--- config.mk ---
export PLATFORM = sky130hd
export DESIGN_NAME = regstat_table
export DESIGN_NICKNAME = d
export VERILOG_FILES = /design/src/rtl/regstat_pkg.sv /design/src/rtl/regstat_dec.sv /design/src/rtl/regstat_entry.sv /design/src/rtl/regstat_srcsel.sv /design/src/rtl/regstat_table.sv
export SDC_FILE = /design/constraint.sdc
export NUM_CORES = 2
export LEC_CHECK = 0
export ABC_AREA = 1
export BUFFER_PORTS_ARGS = -buffer_cell sky130_fd_sc_hd__buf_2
export CORE_ASPECT_RATIO = 1.2
export CORE_MARGIN = 5
export CORE_UTILIZATION = 45
export CTS_CLUSTER_DIAMETER = 60
export CTS_CLUSTER_SIZE = 14
export DETAILED_ROUTE_END_ITERATION = 8
export SLEW_MARGIN = 20
export SYNTH_ARGS = -nofsm -noshare
export SYNTH_HDL_FRONTEND = slang
export SYNTH_HIERARCHICAL = 1
export SYNTH_SLANG_ARGS = --single-unit
--- constraint.sdc ---
create_clock -name clk -period 2.25 [get_ports clk]
set_input_delay 0 -clock clk [delete_from_list [all_inputs] [get_ports clk]]
set_output_delay 0 -clock clk [all_outputs]
set_load 0.02 [all_outputs]
--- src/rtl/regstat_pkg.sv ---
package regstat_pkg;

   // How a looked-up operand was produced
   typedef enum logic [1:0] {
      OPS_ZERO   = 2'd0,
      OPS_FILE   = 2'd1,
      OPS_BYPASS = 2'd2,
      OPS_WAIT   = 2'd3
   } opsrc_e;

   function automatic logic opsrc_ready(opsrc_e k);
      return k != OPS_WAIT;
   endfunction

endpackage

--- src/rtl/regstat_dec.sv ---
module regstat_dec #(
   parameter int NUM_REGS = 32,
   localparam int IDX_W = $clog2(NUM_REGS)
) (
   input  logic                 clk,
   input  logic                 rst_n,
   input  logic                 iss_valid,
   input  logic [IDX_W-1:0]     iss_dst,
   output logic [NUM_REGS-1:1]  ren_vec
);

   for (genvar g = 1; g < NUM_REGS; g++) begin : g_dec
      assign ren_vec[g] = iss_valid && (iss_dst == IDX_W'(g));
   end

   AST_ONE_RENAME: assert property (@(posedge clk) disable iff (!rst_n)
      $onehot0(ren_vec));

   AST_IDLE_NO_RENAME: assert property (@(posedge clk) disable iff (!rst_n)
      !iss_valid |-> (ren_vec == '0));

endmodule

--- src/rtl/regstat_entry.sv ---
module regstat_entry #(
   parameter int DATA_W = 32,
   parameter int TAG_W  = 4
) (
   input  logic              clk,
   input  logic              rst_n,
   input  logic              ren_hit,
   input  logic [TAG_W-1:0]  ren_tag,
   input  logic              bc_valid,
   input  logic [TAG_W-1:0]  bc_tag,
   input  logic [DATA_W-1:0] bc_data,
   output logic              busy,
   output logic [TAG_W-1:0]  tag,
   output logic [DATA_W-1:0] value
);

   logic release_hit;

   // The broadcast frees this register only when it names the current producer
   assign release_hit = bc_valid && busy && (bc_tag == tag);

   always_ff @(posedge clk) begin
      if (!rst_n) begin
         busy  <= 1'b0;
         tag   <= '0;
         value <= '0;
      end else begin
         if (release_hit) begin
            value <= bc_data;
            busy  <= 1'b0;
         end
         // A rename in the same cycle overrides the release
         if (ren_hit) begin
            busy <= 1'b1;
            tag  <= ren_tag;
         end
      end
   end

   AST_RENAME_TAKES: assert property (@(posedge clk) disable iff (!rst_n)
      ren_hit |=> busy && (tag == $past(ren_tag)));

   AST_RELEASE_WRITES: assert property (@(posedge clk) disable iff (!rst_n)
      (bc_valid && busy && (bc_tag == tag) && !ren_hit)
         |=> !busy && (value == $past(bc_data)));

   AST_STALE_KEEPS: assert property (@(posedge clk) disable iff (!rst_n)
      (busy && bc_valid && (bc_tag != tag) && !ren_hit)
         |=> busy && $stable(tag) && $stable(value));

   AST_QUIET_HOLDS: assert property (@(posedge clk) disable iff (!rst_n)
      (!bc_valid && !ren_hit)
         |=> $stable(busy) && $stable(tag) && $stable(value));

endmodule

--- src/rtl/regstat_srcsel.sv ---
module regstat_srcsel
   import regstat_pkg::*;
#(
   parameter int NUM_REGS = 32,
   parameter int DATA_W   = 32,
   parameter int TAG_W    = 4,
   localparam int IDX_W = $clog2(NUM_REGS)
) (
   input  logic [IDX_W-1:0]  src,
   input  logic [NUM_REGS-1:0] busy_vec,
   input  logic [TAG_W-1:0]  tag_arr [NUM_REGS],
   input  logic [DATA_W-1:0] val_arr [NUM_REGS],
   input  logic              bc_valid,
   input  logic [TAG_W-1:0]  bc_tag,
   input  logic [DATA_W-1:0] bc_data,
   output opsrc_e            kind,
   output logic              ready,
   output logic [DATA_W-1:0] value,
   output logic [TAG_W-1:0]  tag
);

   logic              sel_busy;
   logic [TAG_W-1:0]  sel_tag;
   logic [DATA_W-1:0] sel_val;
   logic              bypass_hit;

   assign sel_busy   = busy_vec[src];
   assign sel_tag    = tag_arr[src];
   assign sel_val    = val_arr[src];
   assign bypass_hit = bc_valid && (bc_tag == sel_tag);

   always_comb begin
      if (src == '0)      kind = OPS_ZERO;
      else if (!sel_busy) kind = OPS_FILE;
      else if (bypass_hit) kind = OPS_BYPASS;
      else                kind = OPS_WAIT;
   end

   always_comb begin
      ready = opsrc_ready(kind);
      value = '0;
      tag   = '0;
      unique case (kind)
         OPS_FILE:   value = sel_val;
         OPS_BYPASS: value = bc_data;
         OPS_WAIT:   tag   = sel_tag;
         default:    value = '0;
      endcase
   end

endmodule

--- src/rtl/regstat_table.sv ---
module regstat_table
   import regstat_pkg::*;
#(
   parameter int NUM_REGS = 32,
   parameter int DATA_W   = 32,
   parameter int TAG_W    = 4,
   localparam int IDX_W = $clog2(NUM_REGS)
) (
   input  logic              clk,
   input  logic              rst_n,
   input  logic              iss_valid,
   input  logic [IDX_W-1:0]  iss_src_a,
   input  logic [IDX_W-1:0]  iss_src_b,
   input  logic [IDX_W-1:0]  iss_dst,
   input  logic [TAG_W-1:0]  iss_tag,
   input  logic              bc_valid,
   input  logic [TAG_W-1:0]  bc_tag,
   input  logic [DATA_W-1:0] bc_data,
   output logic              opa_ready,
   output logic [DATA_W-1:0] opa_value,
   output logic [TAG_W-1:0]  opa_tag,
   output logic              opb_ready,
   output logic [DATA_W-1:0] opb_value,
   output logic [TAG_W-1:0]  opb_tag
);

   // Elaboration checks on the parameters
   if (NUM_REGS < 2 || NUM_REGS != (1 << IDX_W)) begin : g_bad_regs
      $error("NUM_REGS must be a power of two of at least 2");
   end
   if (DATA_W < 1 || TAG_W < 1) begin : g_bad_width
      $error("DATA_W and TAG_W must be positive");
   end

   logic [NUM_REGS-1:1] ren_vec;
   logic [NUM_REGS-1:0] busy_vec;
   logic [TAG_W-1:0]    tag_arr [NUM_REGS];
   logic [DATA_W-1:0]   val_arr [NUM_REGS];
   opsrc_e              kind_a;
   opsrc_e              kind_b;

   regstat_dec #(.NUM_REGS(NUM_REGS)) u_dec (
      .clk       (clk),
      .rst_n     (rst_n),
      .iss_valid (iss_valid),
      .iss_dst   (iss_dst),
      .ren_vec   (ren_vec)
   );

   for (genvar g = 0; g < NUM_REGS; g++) begin : g_reg
      if (g == 0) begin : g_hardzero
         assign busy_vec[g] = 1'b0;
         assign tag_arr[g]  = '0;
         assign val_arr[g]  = '0;
      end else begin : g_entry
         regstat_entry #(.DATA_W(DATA_W), .TAG_W(TAG_W)) u_entry (
            .clk      (clk),
            .rst_n    (rst_n),
            .ren_hit  (ren_vec[g]),
            .ren_tag  (iss_tag),
            .bc_valid (bc_valid),
            .bc_tag   (bc_tag),
            .bc_data  (bc_data),
            .busy     (busy_vec[g]),
            .tag      (tag_arr[g]),
            .value    (val_arr[g])
         );
      end
   end

   regstat_srcsel #(.NUM_REGS(NUM_REGS), .DATA_W(DATA_W), .TAG_W(TAG_W)) u_sel_a (
      .src      (iss_src_a),
      .busy_vec (busy_vec),
      .tag_arr  (tag_arr),
      .val_arr  (val_arr),
      .bc_valid (bc_valid),
      .bc_tag   (bc_tag),
      .bc_data  (bc_data),
      .kind     (kind_a),
      .ready    (opa_ready),
      .value    (opa_value),
      .tag      (opa_tag)
   );

   regstat_srcsel #(.NUM_REGS(NUM_REGS), .DATA_W(DATA_W), .TAG_W(TAG_W)) u_sel_b (
      .src      (iss_src_b),
      .busy_vec (busy_vec),
      .tag_arr  (tag_arr),
      .val_arr  (val_arr),
      .bc_valid (bc_valid),
      .bc_tag   (bc_tag),
      .bc_data  (bc_data),
      .kind     (kind_b),
      .ready    (opb_ready),
      .value    (opb_value),
      .tag      (opb_tag)
   );

   AST_ZERO_READS: assert property (@(posedge clk) disable iff (!rst_n)
      (iss_src_a == '0) |-> opa_ready && (opa_value == '0));

   AST_WAIT_IS_PENDING: assert property (@(posedge clk) disable iff (!rst_n)
      !opa_ready |-> busy_vec[iss_src_a] && !(bc_valid && (bc_tag == opa_tag)));

   AST_BYPASS_B: assert property (@(posedge clk) disable iff (!rst_n)
      (kind_b == OPS_BYPASS) |-> opb_ready && (opb_value == bc_data));

   AST_FREE_NO_TAG: assert property (@(posedge clk) disable iff (!rst_n)
      opb_ready |-> (opb_tag == '0));

endmodule

==> results.json <==
{
  "grt-ovfl-total": 0,
  "dp_cells": 14300,
  "post-route-worst-setup-slack_ps": -1070,
  "yosysSeqAreaShare": 0.290,
  "pre_cts_ws_ps": -870,
  "rsz0062_at_grt": "true",
  "min-delay-start": "bc_tag[1]",
  "insertion_delay_ps": 790,
  "track_usage": 0.352,
  "placed_area_um2": 83800,
  "path_buf_inv": 4,
  "detail_route.wl_per_cell_um": 23.5,
  "dp_hpwl_um": 218000,
  "drv_slew": 0,
  "fin_area_um2": 90400,
  "final.period_utilization": 1.48,
  "r2r_setup_slack_ps": 100,
  "outcome": "finished, violations left",
  "r2r_start": "g_reg[25].g_entry.u_entry/tag[0]",
  "path_clk_slew_ps": 70,
  "path_delay_family": "simple AND/OR/NAND/NOR gates",
  "antenna_found_initial": 18,
  "fin_util": 0.517,
  "cp-end-kind": "output port",
  "p_per_area_nw_per_um2": 571,
  "gp_congestion": 0.995,
  "drc_errors": 0,
  "tightest_slew_ps": 1230,
  "cts-root-buf": "clkbuf_16",
  "nets": 12200,
  "synth_most_common_cell": "nand2_1",
  "cpMaxStageDelayCell": "dfxtp_2",
  "synth-edff-count": 0,
  "cts_inserted_buffers": 119,
  "numPortBuffers": 132,
  "core_area_um2": 175000,
  "synth_top_cells_by_count": "nand2_1, a21oi_1, nor2_1",
  "syn2layout_area_growth_pct": 14.0,
  "finClkSkew_ps": 38.7,
  "layout-drive-gt1-share": 0.143,
  "ys_warn_count": 6,
  "num_rows": 168,
  "fin_tns_setup_ps": -71980,
  "grt_pass1_wl_um": 506000,
  "ys_types": 32,
  "setup_viol": 74,
  "yosys_most_used_dff": "dfxtp_1",
  "synthArstFlopShare": 0,
  "cts_sinks": 1147,
  "htreeDepth": 3,
  "drt_wl_total_um": 343000,
  "syn_avg_cell_area_um2": 6.60,
  "slew-limit-headroom": 0.180,
  "hold_end": "g_reg[29].g_entry.u_entry/busy",
  "clock.fmax_mhz": 301,
  "ios": 133,
  "critical_path_peak_fanout": 7,
  "netlist.area_leader.share": 0.290,
  "ant_nets": 0,
  "cp.required_ps": 2250,
  "start_util": 0.453,
  "die_x_um": 393,
  "syn-cell-area_um2": 79300,
  "vdd_drop_max_mv": 0.721,
  "final_cells": 14600,
  "clock_path_buffers": 3,
  "worst-r2r-cell-count": 8,
  "firstDrtPassIters": 9,
  "ys_ff_latch": 1147,
  "drtIter0Drc": 10800,
  "violations": "setup timing",
  "reg2reg_to": "g_reg[25].g_entry.u_entry/value[27]",
  "grt_start_max_net_pins": 164,
  "worst-setup-path-type": "reg2out",
  "arrival_ps": 3320,
  "cap_violations": 0,
  "grt_pass1_vias": 81500,
  "die-area_um2": 185000,
  "synthCells": 12000,
  "yosys.area.top_type": "dfxtp_1",
  "leakagePower_nw": 35.1,
  "cp-start-kind": "register",
  "synth.top_cells.by_area": "dfxtp_1, nand2_1, a21oi_1",
  "cts_tree": "yes",
  "avgViaCountPerCell": 6.04,
  "chipHeight_um": 470,
  "path_cells": "nor2_2 -> nor2_1 -> o21ai_1 -> nand3_1 -> nand3_2 -> nand2_2 -> nand2_2 -> nand2_1 -> nand2_1 -> nor2_1 -> nand3_2 -> nand2_4 -> ha_4 -> buf_12 -> buf_12 -> buf_8 -> nand2_1 -> a21oi_1 -> buf_4",
  "crit_top_cell": "nand2_1",
  "via_count": 88100,
  "finalHoldViolCount": 0,
  "whs_path_depth": 6,
  "max_stage_delay_ps": 350,
  "period_needed_ps": 3320,
  "worst_hold_path_type": "in2reg"
}
-- logic make-up (layout without fill, tap and decap cells) --
logic type	after synthesis	in the layout	share of synthesized area
fa+ha+maj	6	6	0.000947
buf+inv	1442	1617	0.119
flops	1147	1147	0.290
compound gates	2727	2727	0.192
other cells	1	83	0.0000473
simple gates	6696	6696	0.398
-- stage by stage --
| step | hold WS [ps] | power [mW] |
|---|---|---|
| detailed placement | 400 | 29.6 |
| global placement | 397 | 29.5 |
| CTS | 9.01 | 51.2 |
| floorplan | 186 | 26.2 |
| global route | 72.1 | 53.0 |
| finish | 70.3 | 51.6 |
-- how the worst max path moves through the flow --
stage	depth (start not counted)	endpoint	from	slack, ps
after floorplan	17	opb_value[10]	g_reg[17].g_entry.u_entry/tag[2]	160
after global placement	21	opa_value[0]	iss_src_a[0]	-820
after detailed placement	15	opa_value[0]	iss_src_a[2]	-870
after CTS	16	opa_value[10]	g_reg[21].g_entry.u_entry/tag[1]	-980
after global routing	19	opa_value[8]	g_reg[8].g_entry.u_entry/tag[0]	-1180
final	19	opa_value[4]	g_reg[8].g_entry.u_entry/tag[0]	-1070
-- final cells by class --
| class | instances | area, um^2 |
|---|---|---|
| sequential | 1147 | 23000 |
| antenna | 9 | 22.5 |
| multi-input combinational | 9503 | 48300 |
| timing repair buffer | 964 | 10400 |
| fill | 17400 | 84500 |
| clock buffer | 145 | 3230 |
| clock inverter | 66 | 815 |
| tap | 2295 | 2870 |
| inverter | 442 | 1700 |
-- where the power goes --
part	leakage (nW)	internal [mW]	switching, mW
sequential	9.27	20.3	0.0528
clock	1.95	11.7	9.71
combinational	23.8	3.23	6.59
total	35.1	35.3	16.4
-- placed cells by master, fill, tap and decap left out, types with 40 or more instances in the layout --
master / instances
nand2_1: 3548
a21oi_2: 54
dfxtp_1: 1092
nand3_4: 93
nand3_1: 568
inv_2: 163
conb_1: 74
dlygate4sd3_1: 50
a21oi_1: 1987
buf_2: 51
nand3_2: 41
clkbuf_16: 124
a22oi_1: 193
a22o_1: 142
buf_12: 223
buf_6: 45
buf_4: 578
dfxtp_2: 52
nor2_4: 40
o21ai_0: 200
a32o_1: 106
nand3b_1: 992
nand2_2: 121
nor2_1: 1230
inv_1: 270
-- timing repair --
action,CTS,global route
gates cloned,4,4
setup endpoints to repair,74,90
pin swaps,43,58
buffers inserted,10,7
resized for setup,298,151
hold endpoints to repair,1057,0
hold buffers,52,0
-- routing by layer --
metal / track usage / vias to the layer above / share of wire
met5: 0 / - / 0.00012
met4: 0.227 / 6 / 0.072
met3: 0.0683 / 1285 / 0.10
met2: 0.558 / 5348 / 0.44
met1: 0.435 / 41100 / 0.38
li1: - / 40300 / -
-- worst min-delay path, stage by stage --
cell	delay, ps
buf_4	190
buf_12	210
a21oi_1	170
nand3_1	80
nand2_1	60
a21oi_1	50
-- registers in the layout, indices dropped and copies added, names as in the netlist --
signal	count
g.g_entry.u_entry/tag	124
g.g_entry.u_entry/busy	31
g.g_entry.u_entry/value	992
Note: power is estimated with default switching activity, not from simulation.
